===== src/rtl/irq_pin_drv.sv =====
module irq_pin_drv #(
  parameter int WIDTH_W = 16
) (
  input  logic               clk,
  input  logic               rst_n,
  input  logic               evt_i,
  input  logic               clr_i,
  input  logic               cfg_act_high_i,
  input  logic               cfg_pulse_i,
  input  logic               cfg_open_drain_i,
  input  logic [WIDTH_W-1:0] cfg_width_i,
  output logic               pin_o,
  output logic               pin_oe_o
);
  localparam int CNT_W = WIDTH_W + 1;

  logic             act;
  logic [CNT_W-1:0] cnt;

  wire [CNT_W-1:0] width_eff = (cfg_width_i == '0) ? CNT_W'(1) : CNT_W'(cfg_width_i);
  wire [CNT_W-1:0] load_val  = width_eff + CNT_W'(1);
  wire             cnt_zero  = (cnt == '0);

  always_ff @(posedge clk or negedge rst_n) begin
    if (!rst_n) begin
      act <= 1'b0;
      cnt <= '0;
    end else if (evt_i) begin
      act <= 1'b1;
      cnt <= load_val;
    end else if (cfg_pulse_i) begin
      if (act) begin
        if (cnt_zero) act <= 1'b0;
        else          cnt <= cnt - CNT_W'(1);
      end
    end else if (clr_i) begin
      act <= 1'b0;
    end
  end

  assign pin_o    = cfg_open_drain_i ? cfg_act_high_i : (act ~^ cfg_act_high_i);
  assign pin_oe_o = cfg_open_drain_i ? act : 1'b1;


  evt_sets_chk: assert property (@(posedge clk) disable iff (!rst_n)
    evt_i |=> act);


  level_hold_chk: assert property (@(posedge clk) disable iff (!rst_n)
    (!cfg_pulse_i && act && !evt_i && !clr_i) |=> act);


  level_clear_chk: assert property (@(posedge clk) disable iff (!rst_n)
    (!cfg_pulse_i && clr_i && !evt_i) |=> !act);


  pulse_end_chk: assert property (@(posedge clk) disable iff (!rst_n)
    (cfg_pulse_i && act && cnt_zero && !evt_i) |=> !act);


  pulse_run_chk: assert property (@(posedge clk) disable iff (!rst_n)
    (cfg_pulse_i && act && !cnt_zero) |=> act);


  pulse_idle_chk: assert property (@(posedge clk) disable iff (!rst_n)
    (cfg_pulse_i && !act && !evt_i) |=> !act);


  od_release_chk: assert property (@(posedge clk) disable iff (!rst_n)
    (cfg_open_drain_i && !act) |-> !pin_oe_o);
endmodule


===== config.mk =====
export PLATFORM = sky130hd
export DESIGN_NAME = irq_pin_drv
export DESIGN_NICKNAME = d
export VERILOG_FILES = /design/src/rtl/irq_pin_drv.sv
export SDC_FILE = /design/constraint.sdc
export NUM_CORES = 1
export LEC_CHECK = 0
export BUFFER_PORTS_ARGS = -buffer_cell sky130_fd_sc_hd__clkbuf_2
export CAP_MARGIN = 20
export CORE_MARGIN = 2
export CORE_UTILIZATION = 42
export CTS_CLUSTER_SIZE = 25
export DETAILED_ROUTE_END_ITERATION = 8
export MAX_ROUTING_LAYER = met4
export PLACE_DENSITY_LB_ADDON = 0.3
export SLEW_MARGIN = 5
export SYNTH_ARGS = -nofsm -noshare
export SYNTH_HDL_FRONTEND = slang
export SYNTH_SLANG_ARGS = --single-unit
export TNS_END_PERCENT = 10

===== constraint.sdc =====
create_clock -name clk -period 3.8 [get_ports clk]
set_input_delay 0.19 -clock clk [delete_from_list [all_inputs] [get_ports clk]]
set_output_delay 0.19 -clock clk [all_outputs]
set_load 0.005 [all_outputs]

==> results of run 1 <==
final cells by class:
cell class	count	area (µm²)
multi-input cells	129	872
fillers	299	1520
inverters	5	18.8
well taps	44	55.1
flip-flops and latches	18	450
clock buffers	4	36.3
repair buffers	25	130
routing by layer:
layer / wire, µm / global-route usage
met5: 0 / -
met4: 67 / 0.0839
met3: 148 / 0.0426
met2: 1420 / 0.329
met1: 1470 / 0.252
kinds of logic after synthesis:
logic type / Yosys count
compound gates: 22
xor+xnor: 26
fa+ha+maj: 2
buf+inv: 10
flops: 18
mux: 8
simple gates: 71
cells in the mapped netlist, drive strengths merged:
| master | number |
|---|---|
| dfrtp | 18 |
| xor2 | 17 |
| nand3 | 12 |
| nand2 | 11 |
| nor2 | 11 |
| nor4 | 10 |
| xnor2 | 9 |
| mux2i | 8 |
| nor3 | 7 |
| a21oi | 6 |
| inv | 5 |
| or3 | 5 |
| nand4 | 4 |
| o21ai | 4 |
| clkbuf | 3 |
| nand2b | 3 |
| o22ai | 3 |
| or4 | 3 |
| a211oi | 2 |
| a22oi | 2 |
| buf | 2 |
| ha | 2 |
| a2111oi | 1 |
| a21o | 1 |
| and3 | 1 |
| and4bb | 1 |
| nor3b | 1 |
| o2111ai | 1 |
| o211ai | 1 |
| o21a | 1 |
| or2 | 1 |
| or3b | 1 |
metrics by stage:
stage | total power (W) | hold WS (ns)
finish | 0.000468 | 0.150
global route | 0.000498 | 0.150
CTS | 0.000471 | 0.150
detailed placement | 0.000344 | 0.168
global placement | 0.000340 | 0.170
floorplan | 0.000301 | -0.106
worst register-to-register path, delay by kind of cell (launching register included):
family                     cells  cell delay, ns
and+or+nand+nor                3            1.19
adders and majority gates      1            0.19
muxes                          1            0.11
buffers and inverters          1            0.11
xor gates and xnor gates       1            0.17
DFF                            1            0.39
sequential cells by signal (all words and copies together), names as in the netlist:
register,flops
act,1
cnt,17
power breakdown:
part / internal [W] / leakage, nW / switching (W)
combinational: 0.0000497 / 0.378 / 0.0000569
sequential: 0.000212 / 0.210 / 0.0000237
clock: 0.0000586 / 0.0210 / 0.0000674
final timing paths:
check                          end
setup reg to reg            cnt[9]
min in group asynchronous  cnt[12]
max in group asynchronous   cnt[5]
hold reg to reg             cnt[8]
setup / recovery            cnt[9]
hold / removal             cnt[16]
==> flow_summary_export.csv, run 1 <==
group,metric,value,unit
floorplanning,coreArea,3080,µm²
logic_synthesis,yosys.area.top_type_share,0.331,
setup_path,rrSetupSlack,1.48,ns
setup_path,cpMaxStageDelayCell,"nor4_1",
final_layout,syn_to_final_growth,14.8,%
timing,tightest_slew,0.664,ns
logic_synthesis,synth_cell_types,36,
logic_synthesis,ys_top_cells_by_area,"dfrtp_1, xor2_1, mux2i_1",
final_layout,final_area,1560,µm²
global_routing,grt_pass1_vias,1167,
timing,finalMaxSlewViolations,0,
final_layout,final_util,0.508,
setup_path,cp.required,3.96,ns
logic_synthesis,synth_compound_area_frac,0.106,
logic_synthesis,synth-simple-area-share,0.290,
route,drt_iter0_markers,34,
route,wl_per_cell,13.8,µm
clock_network,cts_buffers,3,
setup_path,critPathLaunch,"cnt[0]",
route,vias_per_cell,5.40,
logic_synthesis,syn_area,1360,µm²
timing,relSlewSlack,0.553,
setup_path,cp_num_buf_inv,1,
setup_path,cp_cell_sequence,"inv_1, ha_1, or3b_2, nor4_1, nor3_1, xnor2_1, mux2i_1",
job,drv_cap,0,
place,dp_slack,1.53,ns
final_layout,mostFrequentLayoutCells,"clkbuf_2, dfrtp_1, xor2_1",
global_routing,grt_max_degree,30,
worst_hold_path,min_from,"cfg_width_i[15]",
global_routing,grt_pass1_wl,5350,µm
timing,fin_ws,1.48,ns
pwr,powerDensity,299,nW/µm²
logic_synthesis,ys_seq_area_frac,0.331,
logic_synthesis,synth.avg_cell_area,8.67,µm²
route,drt_pass1_iterations,4,
clock_network,cts.clk_slew.worst_paths,0.12,ns
place,postPlaceCellArea,1520,µm²
route,ant_nets,0,
place,gp_congestion,0.794,
logic_synthesis,synth_mux_area_frac,0.0588,
setup_path,path_depth,7,
clock_network,clkLatencyLatePin,0.31,ns
route,drc,0,
place,dp_cells,220,
floorplanning,core.rowCount,20,
clock_network,ctsRootBufferMaster,"clkbuf_4",
clock_network,cts_tree,"built",
logic_synthesis,syn_nets,182,
pwr,ir_drop,0.000171,V
place,io_buffers,24,
floorplanning,dieArea,3710,µm²
clock_network,post_cts_buffers,0,
status,outcome,"complete, no violations",
floorplanning,initial_core_util,0.442,
timing,hold_viol_final,0,
setup_path,worstPathMaxFanout,4,
setup_path,cp.arrival,2.48,ns
setup_path,critPathTopFamily,"simple AND/OR/NAND/NOR gates",
timing,rsz0062_at_grt,"no",
pwr,leakage,0.608,nW
final_layout,n_antenna_cell,0,
clock_network,cts_resized,0,
clock_network,cts.sinks,18,
setup_path,max_stage_delay,0.58,ns
clock_network,htree_num_levels,1,
global_routing,grt_antenna_before_repair,0,
floorplanning,dieHeight,60.9,µm
timing,fin_crit_sh,0.610,
route,vias,1216,
logic_synthesis,synth_top_family_by_area,"simple AND/OR/NAND/NOR gates",
logic_synthesis,synth_top_cell_by_area,"dfrtp_1",
setup_path,crit_type,"reg -> reg",
timing,period_needed,2.32,ns
timing,setup-tns-final,0,ns
clock_network,ctsHoldBuffers,1,
final_layout,final_common_cell,"clkbuf_2",
floorplanning,pin_count,25,
worst_hold_path,min_path_type,"in -> reg",
timing,setup_viol,0,
setup_path,rr_worst_depth,7,
floorplanning,die_w,60.9,µm
final_layout,fin_cells,225,
clock_network,max-clock-path-buffers,2,
setup_path,start_kind,"flop",
logic_synthesis,syn_inst,157,
global_routing,grt_overflow_total,0,
logic_synthesis,yosysWarnings,0,
place,dp_hpwl,2370,µm
timing,clock_skew,0.0121,ns
route,drt-total-wl,3100,µm
logic_synthesis,synth-xor-area-share,0.167,
global_routing,grt_use_total,0.206,
setup_path,cp-end-kind,"flop",
final_layout,layout-drive-gt1-share,0.204,
timing,max_freq,431,MHz
final_layout,final_nets,207,
setup_path,timing.rr.start,"cnt[0]",
worst_hold_path,hold_depth,3,
logic_synthesis,ys_ff_latch,18,
logic_synthesis,synth_fa_ha_area_frac,0.0184,
No activity file was read; power rests on OpenSTA's default activity.
==> run 2: changes to the inputs <==
==> constraint.sdc (replaced) <==
create_clock -name clk -period 2 [get_ports clk]
set_input_delay 0.1 -clock clk [delete_from_list [all_inputs] [get_ports clk]]
set_output_delay 0.1 -clock clk [all_outputs]
set_load 0.005 [all_outputs]
==> run 2 against run 1 <==
Compared with the run above: global-route usage up 3.3 points; routed wire length rose by 12%; sequential cell count stayed put; cell count rose by 8.9%; maximum frequency rose by 16%; critical endpoint is now cnt[14]; highest routed layer unchanged.
==> flow_summary_export.csv, run 2 (synthesized netlist as in run 1, its figures left out) <==
group,metric,value,unit
timing,period_needed,2.00,ns
global_routing,grt_use_met3,0.0256,
pwr,clockPowerShare,0.249,
final_layout,final_util,0.582,
route,vias_per_cell,5.36,
setup_path,cp-end-kind,"flop",
place,gp_congestion,0.801,
floorplanning,dieArea,3710,µm²
global_routing,grt_util_met2,0.392,
clock_network,max-clock-path-buffers,2,
route,drt_pass1_iterations,4,
final_layout,final_area,1790,µm²
pwr,leakage,0.719,nW
setup_path,start_kind,"flop",
route,drt_iter0_markers,45,
final_layout,largest_register_ff_count,17,
route,ant_nets,0,
clock_network,cts_tree,"built",
pwr,power,0.000972,W
timing,fin_ws,0.00310,ns
final_layout,layout-drive-gt1-share,0.323,
place,io_buffers,24,
final_layout,nFillCells,283,
pwr,combPwrFrac,0.308,
clock_network,clkLatencyLatePin,0.31,ns
global_routing,top_usage_layer,"met2",
clock_network,cts_buffers,3,
final_layout,final_nets,227,
setup_path,cp.arrival,2.18,ns
status,outcome,"complete, no violations",
place,dp_slack,-0.116,ns
pwr,p_int,0.000661,W
setup_path,cp_num_buf_inv,0,
timing,max_freq,501,MHz
global_routing,grt_use_total,0.238,
place,dp_hpwl,2720,µm
route,drt-total-wl,3470,µm
setup_path,cp_cell_sequence,"or4_4, or3_4, nor3_2, mux2i_1, mux2i_1",
setup_path,crit_path_frequent_cell,"mux2i_1",
floorplanning,coreArea,3080,µm²
timing,setup_viol,0,
timing,relSlewSlack,0.589,
pwr,p_seq_frac,0.443,
global_routing,grt_overflow_total,0,
final_layout,n_antenna_cell,0,
setup_path,worstPathMaxFanout,6,
pwr,ir_drop,0.000223,V
final_layout,mostFrequentLayoutCells,"clkbuf_2, buf_4, dfrtp_1",
clock_network,htree_num_levels,1,
timing,finalMaxSlewViolations,0,
setup_path,max_stage_delay,0.53,ns
clock_network,cts.clk_slew.worst_paths,0.12,ns
worst_hold_path,min_path_type,"in -> reg",
global_routing,grt_pass1_wl,6230,µm
timing,tightest_slew,0.616,ns
floorplanning,dieHeight,60.9,µm
setup_path,cpMaxStageDelayCell,"or4_4",
floorplanning,core.rowCount,20,
timing,clock_skew,0.00597,ns
final_layout,final_common_cell,"clkbuf_2",
route,vias,1312,
clock_network,ctsRootBufferMaster,"clkbuf_4",
floorplanning,die_w,60.9,µm
setup_path,crit_type,"reg -> reg",
timing,rsz0062_at_grt,"yes",
pwr,powerDensity,543,nW/µm²
setup_path,cp.required,2.18,ns
pwr,netSwitchingPower,0.000311,W
global_routing,grt_antenna_before_repair,0,
global_routing,grt_pass1_vias,1405,
place,postPlaceCellArea,1680,µm²
final_layout,largest_registers,"cnt x17, act x1",
route,drc,0,
route,wl_per_cell,14.2,µm
job,drv_cap,0,
timing,fin_crit_sh,0.998,
clock_network,cts.sinks,18,
pwr,netSwitchingFraction,0.320,
floorplanning,pin_count,25,
global_routing,use_met1,0.284,
setup_path,critPathTopFamily,"simple AND/OR/NAND/NOR gates",
final_layout,top_register,"cnt",
global_routing,grt_max_degree,30,
timing,setup-tns-final,0,ns
floorplanning,initial_core_util,0.442,
timing,hold_viol_final,0,
final_layout,syn_to_final_growth,31.6,%
[run 2: layer usage]
metal	vias to the layer above	part of all wire	wire [µm]
met5	-	0	0
met4	0	0.027	95
met3	8	0.034	117
met2	26	0.49	1700
met1	613	0.45	1560
li1	665	-	-
[run 2: power by group through the flow]
| stage | registers [W] | clock network (W) | logic (W) |
|---|---|---|---|
| detailed placement | 0.000438 | 0 | 0.000277 |
| global route | 0.000436 | 0.000256 | 0.000338 |
| finish | 0.000431 | 0.000243 | 0.000299 |
| global placement | 0.000435 | 0 | 0.000268 |
| floorplan | 0.000443 | 0 | 0.000134 |
| CTS | 0.000431 | 0.000244 | 0.000283 |
[run 2: final timing paths]
kind	to	from	cells past startpoint	slack, ns
hold reg to reg	cnt[9]	cnt[9]	2	0.61
setup reg to reg	cnt[14]	cnt[4]	5	0.003
min in group asynchronous	cnt[8]	rst_n	2	0.25
max in group asynchronous	cnt[14]	rst_n	2	1.42
hold / removal	cnt[16]	cfg_width_i[15]	3	0.07
setup / recovery	cnt[14]	cnt[4]	5	0.003
[run 2: layout make-up]
| cell class | instances | area (µm²) | share of cell area |
|---|---|---|---|
| Clock buffer | 4 | 36.3 | 0.0203 |
| Inverter | 5 | 18.8 | 0.0105 |
| Multi-Input combinational cell | 129 | 947 | 0.529 |
| Sequential cell | 18 | 450 | 0.251 |
| Tap cell | 44 | 55.1 | 0.0307 |
| Timing Repair Buffer | 45 | 284 | 0.159 |
[run 2: what timing repair did]
action	in CTS	in global routing
hold buffers	1	0
setup endpoints to repair	11	17
gates resized for setup	5	10
setup buffers	0	0
pin swaps	0	3
hold endpoints to repair	18	0
[run 2: stage by stage]
step	instances	hold slack (ns)
global route	245	0.113
CTS	245	0.0732
finish	245	0.0733
detailed placement	240	0.0797
global placement	240	0.0749
floorplan	157	-0.196
[run 2: worst min-delay path: cells and delay by family]
family                 cells  cell delay, ns
AO/OA/AOI/OAI              1            0.07
buffers and inverters      1            0.11
AND/OR/NAND/NOR            1            0.07
